<file path="src/rtl/xfer_seq_pkg.sv">
package xfer_seq_pkg;
  typedef enum logic [2:0] {
    SQ_IDLE    = 3'd0,
    SQ_RD_WAIT = 3'd1,
    SQ_RD_STB  = 3'd2,
    SQ_WR_WAIT = 3'd3,
    SQ_WR_STB  = 3'd4
  } sq_state_t;
endpackage

</file>
<file path="src/rtl/xfer_pick.sv">
module xfer_pick #(
  parameter int N_CHAN = 4,
  localparam int CHAN_W = $clog2(N_CHAN)
) (
  input  logic [N_CHAN-1:0] want,
  output logic [N_CHAN-1:0] grant_oh,
  output logic [CHAN_W-1:0] grant_idx,
  output logic              grant_any
);
  // Scan from the top down so the lowest set bit is the last one to win.
  always_comb begin
    grant_oh  = '0;
    grant_idx = '0;
    for (int i = N_CHAN - 1; i >= 0; i--) begin
      if (want[i]) begin
        grant_oh    = '0;
        grant_oh[i] = 1'b1;
        grant_idx   = CHAN_W'(i);
      end
    end
    grant_any = |want;
  end
endmodule

</file>
<file path="src/rtl/xfer_route_tbl.sv">
module xfer_route_tbl #(
  parameter int N_CHAN = 4,
  parameter int REG_W  = 2,
  localparam int CHAN_W = $clog2(N_CHAN),
  localparam int ADDR_W = CHAN_W + REG_W
) (
  input  logic              clk,
  input  logic              rst_n,
  input  logic              we,
  input  logic [CHAN_W-1:0] widx,
  input  logic [REG_W-1:0]  wsrc,
  input  logic [ADDR_W-1:0] wdst,
  input  logic [CHAN_W-1:0] ridx,
  output logic [REG_W-1:0]  rsrc,
  output logic [ADDR_W-1:0] rdst
);
  logic [REG_W-1:0]  src_q [N_CHAN];
  logic [ADDR_W-1:0] dst_q [N_CHAN];

  for (genvar g = 0; g < N_CHAN; g++) begin : g_entry
    always_ff @(posedge clk or negedge rst_n) begin
      if (!rst_n) begin
        src_q[g] <= '0;
        dst_q[g] <= '0;
      end else if (we && widx == CHAN_W'(g)) begin
        src_q[g] <= wsrc;
        dst_q[g] <= wdst;
      end
    end
  end

  assign rsrc = src_q[ridx];
  assign rdst = dst_q[ridx];
endmodule

</file>
<file path="src/rtl/xfer_rdy_timer.sv">
module xfer_rdy_timer #(
  parameter int LIMIT = 16,
  localparam int CNT_W = $clog2(LIMIT + 1)
) (
  input  logic clk,
  input  logic rst_n,
  input  logic run,
  output logic expire
);
  logic [CNT_W-1:0] cnt_q;

  always_ff @(posedge clk or negedge rst_n) begin
    if (!rst_n)   cnt_q <= '0;
    else if (run) cnt_q <= cnt_q + 1'b1;
    else          cnt_q <= '0;
  end

  assign expire = run && (cnt_q == CNT_W'(LIMIT - 1));
endmodule

</file>
<file path="src/rtl/xfer_seq.sv">
module xfer_seq
  import xfer_seq_pkg::*;
#(
  parameter int N_CHAN  = 4,
  parameter int REG_W   = 2,
  parameter int DATA_W  = 16,
  parameter int TIMEOUT = 16,
  localparam int CHAN_W = $clog2(N_CHAN),
  localparam int ADDR_W = CHAN_W + REG_W
) (
  input  logic              clk,
  input  logic              rst_n,
  input  logic [N_CHAN-1:0] svc_req,
  input  logic              kick_valid,
  input  logic [CHAN_W-1:0] kick_chan,
  input  logic              tbl_we,
  input  logic [CHAN_W-1:0] tbl_idx,
  input  logic [REG_W-1:0]  tbl_src,
  input  logic [ADDR_W-1:0] tbl_dst,
  output logic [ADDR_W-1:0] bus_addr,
  output logic [DATA_W-1:0] bus_wdata,
  output logic              bus_rd,
  output logic              bus_wr,
  input  logic [DATA_W-1:0] bus_rdata,
  input  logic              bus_rdy,
  input  logic              bus_busy,
  output logic              err_timeout
);
  sq_state_t         state_q;
  logic [CHAN_W-1:0] chan_q;
  logic [ADDR_W-1:0] addr_q;
  logic [DATA_W-1:0] data_q;
  logic              err_q;
  logic [N_CHAN-1:0] kick_pend_q;

  logic [N_CHAN-1:0] kick_vec;
  logic [N_CHAN-1:0] want;
  logic [N_CHAN-1:0] grant_oh;
  logic [CHAN_W-1:0] grant_idx;
  logic              grant_any;
  logic [CHAN_W-1:0] tbl_ridx;
  logic [REG_W-1:0]  rt_src;
  logic [ADDR_W-1:0] rt_dst;
  logic              rdy_expire;
  logic              in_idle;

  assign in_idle  = (state_q == SQ_IDLE);
  assign kick_vec = kick_valid ? (N_CHAN'(1) << kick_chan) : '0;
  assign want     = svc_req | kick_pend_q | kick_vec;
  // The table is read for the source while idle, and for the destination afterwards.
  assign tbl_ridx = in_idle ? grant_idx : chan_q;

  xfer_pick #(.N_CHAN(N_CHAN)) u_pick (
    .want      (want),
    .grant_oh  (grant_oh),
    .grant_idx (grant_idx),
    .grant_any (grant_any)
  );

  xfer_route_tbl #(.N_CHAN(N_CHAN), .REG_W(REG_W)) u_tbl (
    .clk   (clk),
    .rst_n (rst_n),
    .we    (tbl_we),
    .widx  (tbl_idx),
    .wsrc  (tbl_src),
    .wdst  (tbl_dst),
    .ridx  (tbl_ridx),
    .rsrc  (rt_src),
    .rdst  (rt_dst)
  );

  xfer_rdy_timer #(.LIMIT(TIMEOUT)) u_timer (
    .clk    (clk),
    .rst_n  (rst_n),
    .run    (state_q == SQ_RD_WAIT),
    .expire (rdy_expire)
  );

  always_ff @(posedge clk or negedge rst_n) begin
    if (!rst_n) begin
      state_q     <= SQ_IDLE;
      chan_q      <= '0;
      addr_q      <= '0;
      data_q      <= '0;
      err_q       <= 1'b0;
      kick_pend_q <= '0;
    end else begin
      kick_pend_q <= kick_pend_q | kick_vec;
      unique case (state_q)
        SQ_IDLE: begin
          if (grant_any) begin
            chan_q      <= grant_idx;
            addr_q      <= {grant_idx, rt_src};
            kick_pend_q <= (kick_pend_q | kick_vec) & ~grant_oh;
            state_q     <= SQ_RD_WAIT;
          end
        end
        SQ_RD_WAIT: begin
          if (bus_rdy) begin
            data_q  <= bus_rdata;
            state_q <= SQ_RD_STB;
          end else if (rdy_expire) begin
            err_q   <= 1'b1;
            state_q <= SQ_IDLE;
          end
        end
        SQ_RD_STB: begin
          addr_q  <= rt_dst;
          state_q <= SQ_WR_WAIT;
        end
        SQ_WR_WAIT: begin
          if (!bus_busy) state_q <= SQ_WR_STB;
        end
        SQ_WR_STB: begin
          state_q <= SQ_IDLE;
        end
        default: state_q <= SQ_IDLE;
      endcase
    end
  end

  assign bus_addr    = addr_q;
  assign bus_wdata   = data_q;
  assign bus_rd      = (state_q == SQ_RD_STB);
  assign bus_wr      = (state_q == SQ_WR_STB);
  assign err_timeout = err_q;
endmodule

</file>
<file path="config.mk">
export PLATFORM = sky130hd
export DESIGN_NAME = xfer_seq
export DESIGN_NICKNAME = d
export VERILOG_FILES = /design/src/rtl/xfer_seq_pkg.sv /design/src/rtl/xfer_pick.sv /design/src/rtl/xfer_route_tbl.sv /design/src/rtl/xfer_rdy_timer.sv /design/src/rtl/xfer_seq.sv
export SDC_FILE = /design/constraint.sdc
export NUM_CORES = 1
export LEC_CHECK = 0
export CAP_MARGIN = 20
export CORE_ASPECT_RATIO = 0.75
export CORE_MARGIN = 2
export CORE_UTILIZATION = 50
export DETAILED_ROUTE_END_ITERATION = 10
export GPL_TIMING_DRIVEN = 0
export HOLD_SLACK_MARGIN = 0.12
export PLACE_DENSITY = 0.79
export SETUP_SLACK_MARGIN = 0.1
export SYNTH_ARGS = -nofsm -noshare
export SYNTH_HDL_FRONTEND = slang
export SYNTH_SLANG_ARGS = --single-unit
</file>
<file path="constraint.sdc">
create_clock -name clk -period 2.7 [get_ports clk]
set_input_delay 0.54 -clock clk [delete_from_list [all_inputs] [get_ports clk]]
set_output_delay 0.54 -clock clk [all_outputs]
set_load 0.02 [all_outputs]
</file>
==> impl_metrics.sql, run 1 <==
INSERT INTO impl_metrics (metric_group, metric, value, unit) VALUES
('pwr', 'report.power.total', '3.586', 'mW'),
('detailed_routing', 'routed_wl', '5555', 'um'),
('clocking', 'cts.reportedPaths.clkPinSlew', '60', 'ps'),
('cells_and_area', 'areaGrowthSynthToFinish', '33.21', '%'),
('pwr', 'internal_power', '2.393', 'mW'),
('setup_path', 'required', '2900', 'ps'),
('clocking', 'cts_max_path_buffers', '2', ''),
('status', 'run_status', 'finished clean', ''),
('placed_design', 'globalplace.congestion', '0.7775', ''),
('setup_path', 'worst_path_dominant_cell_family', 'compound AO/OA/AOI/OAI gates', ''),
('synth', 'synth_most_common_cell', 'dfrtp_1', ''),
('synth', 'yosys.area.top_type_share', '55.19', '%'),
('clocking', 'number_of_buffers_created_by_cts', '9', ''),
('cells_and_area', 'final_util', '68.04', '%'),
('pwr', 'vdd.ir_drop.worst', '0.0006086', 'V'),
('die', 'initial_core_util', '51.08', '%'),
('setup_path', 'regToRegEndpoint', 'bus_addr[0]$_DFFE_PN0P_', ''),
('synth', 'synth.avg_cell_area', '13.24', 'um^2'),
('detailed_routing', 'drt.antenna.violating_nets', '0', ''),
('setup_path', 'critPathArrivalTime', '2650', 'ps'),
('timing', 'finClkSkew', '8.111', 'ps'),
('timing', 'worstMarginPinSlew', '657.2', 'ps'),
('pwr', 'share_clk_of_total_power', '22.3', '%'),
('timing', 'timing.hold.ws', '195.7', 'ps'),
('setup_path', 'worstPathCellList', 'clkdlybuf4s50_1, or2_2, nand4b_2, o21ai_2, mux2_4, a221oi_2, o221ai_1', ''),
('setup_path', 'crit_path_max_incr_delay', '390', 'ps'),
('synth', 'library_cell_with_the_largest_summed_area_after_synthesis', 'dfrtp_1', ''),
('die', 'fp-row-count', '23', ''),
('pwr', 'power_per_cell_area', '1006', 'mW/mm^2'),
('grt', 'largest_net_degree_at_the_start_of_global_routing', '37', ''),
('synth', 'synth_cell_type_count', '46', ''),
('grt', 'grt_pass1_wl', '8907', 'um'),
('pwr', 'power_frac_seq', '38.0', '%'),
('timing', 'slew-limit-headroom', '56.09', '%'),
('timing', 'unrepaired_setup_endpoints_after_global_routing', 'false', ''),
('die', 'die_area', '0.005957', 'mm^2'),
('synth', 'synth_top_cells_by_area', 'dfrtp_1 55%, mux2_2 17%, mux2i_1 2.6%, nor2_1 2.0%, mux2_4 1.7%', ''),
('setup_path', 'worst-path-max-fanout', '6', ''),
('timing', 'setup_viol', '0', ''),
('detailed_routing', 'route.vias.total', '1858', ''),
('setup_path', 'timing.critical_path.slowest_stage_cell', 'clkdlybuf4s50_1', ''),
('placed_design', 'io_buffer_count', '58', ''),
('synth', 'synth.yosys.seq_area_share', '55.19', '%'),
('synth', 'synth_edf_count', '0', ''),
('timing', 'hold_viol_final', '0', ''),
('synth', 'synth_ff_type', 'dfrtp_1', ''),
('clocking', 'clkLatencyLatePin', '340', 'ps'),
('synth', 'synth-warning-count', '0', ''),
('timing', 'fin_max_slew_vios', '0', ''),
('setup_path', 'critical_path.startpoint_type', 'primary input', ''),
('grt', 'global_route.overflow_total', '0', ''),
('synth', 'synthCells', '202', ''),
('grt', 'global_route.usage.total', '20.56', '%'),
('placed_design', 'post-dp-hpwl', '4064', 'um'),
('die', 'ioPinCount', '59', ''),
('timing', 'period_share', '90.76', '%'),
('cells_and_area', 'antenna-diode-count', '0', ''),
('detailed_routing', 'wire_per_inst', '15.78', 'um'),
('clocking', 'ctsResizeCount', '0', ''),
('detailed_routing', 'dr.first_iter.drc_count', '98', ''),
('grt', 'grt_pass1_vias', '1924', ''),
('detailed_routing', 'drc', '0', ''),
('grt', 'antenna_found_initial', '0', ''),
('setup_path', 'setup.worst_path.start', 'svc_req[1]', ''),
('cells_and_area', 'nFillCells', '414', ''),
('setup_path', 'setup.worst_path.end_class', 'flop', ''),
('clocking', 'cts.sinks', '59', ''),
('die', 'chipWidth', '88.46', 'um'),
('clocking', 'h_tree_level_count', '3', ''),
('setup_path', 'reg2reg_depth', '6', ''),
('synth', 'synth_area', '0.002675', 'mm^2');
==> layout make-up <==
class	count	area, um^2	share of cell area [%]
sequential	59	1476	41.43
inverter	4	15.01	0.4213
multi-input combinational	136	1161	32.58
clock inverter	2	35.03	0.9831
timing repair buffer	60	600.6	16.85
buffer	3	22.52	0.6320
tap	75	93.84	2.633
clock buffer	13	158.9	4.459
==> routing by layer <==
| metal | GRT usage [%] | share of wire (%) | wire length, um |
|---|---|---|---|
| met1 | 26.29 | 46 | 2548 |
| met2 | 31.11 | 44 | 2470 |
| met4 | 7.008 | 0.85 | 47 |
| met5 | 0 | 0 | 0 |
| met3 | 9.535 | 8.8 | 488 |
==> cell usage in the layout, fill, tap and decap left out, drive strengths merged, types with 5 or more instances in the layout <==
| master | Yosys | routed |
|---|---|---|
| nand3 | 5 | 5 |
| nor3 | 6 | 6 |
| mux2i | 7 | 7 |
| mux2 | 43 | 43 |
| nor2 | 15 | 15 |
| a21oi | 5 | 5 |
| nand2 | 12 | 12 |
| clkdlybuf4s50 | 0 | 57 |
| clkbuf | 1 | 15 |
| dfrtp | 59 | 59 |
==> worst register-to-register path, stage by stage (launching register included) <==
cell      delay (ps)
dfrtp_1          460
nor3_2           310
nand4b_2         240
o21ai_2          350
mux2_4           350
a221oi_2         260
o221ai_1         160
==> power groups by stage <==
| stage | logic [mW] | registers [mW] | clock network, mW |
|---|---|---|---|
| 6_report | 1.42 | 1.36 | 0.801 |
| 3_3_place_gp | 1.39 | 1.36 | 0 |
| 3_5_place_dp | 1.43 | 1.38 | 0 |
| 5_1_grt | 1.54 | 1.40 | 0.853 |
| 4_1_cts | 1.44 | 1.36 | 0.822 |
| 2_1_floorplan | 0.711 | 1.52 | 0 |
==> state kept, by name (all words and copies together) (netlist names) <==
register,count
kick_pend_q,4
bus_wdata,16
u_tbl.src_q,8
state_q,3
u_timer.cnt_q,5
chan_q,2
u_tbl.dst_q,16
err_timeout,1
bus_addr,4
==> through the flow <==
stage,instance area (um^2),std cells
after floorplan,2675,202
after global placement,3349,335
after detailed placement,3364,336
after CTS,3558,351
after global routing,3563,352
final,3563,352
==> how the worst max path moves through the flow <==
stage | end | depth (start not counted)
after floorplan | bus_addr[0]$_DFFE_PN0P_ | 6
after global placement | bus_wdata[1]$_DFFE_PN0P_ | 1
after detailed placement | bus_addr[0]$_DFFE_PN0P_ | 7
after CTS | bus_addr[0]$_DFFE_PN0P_ | 7
after global routing | bus_addr[0]$_DFFE_PN0P_ | 7
final | bus_addr[0]$_DFFE_PN0P_ | 7
==> cell families after synthesis <==
family | count (synthesis) | synth area share [%]
mux | 51 | 21.98
fa+ha+maj | 2 | 0.9353
buf+inv | 7 | 1.403
compound gates | 23 | 7.250
simple gates | 58 | 12.58
flops | 59 | 55.19
xor+xnor | 2 | 0.6549
(Power assumes the default switching activity.)
==> run 2: changes to the inputs <==
Settings changed: CTS_CLUSTER_SIZE set to 12.
==> results of run 2 <==
The final DEF is identical to that of run 1; final timing and power are the same.
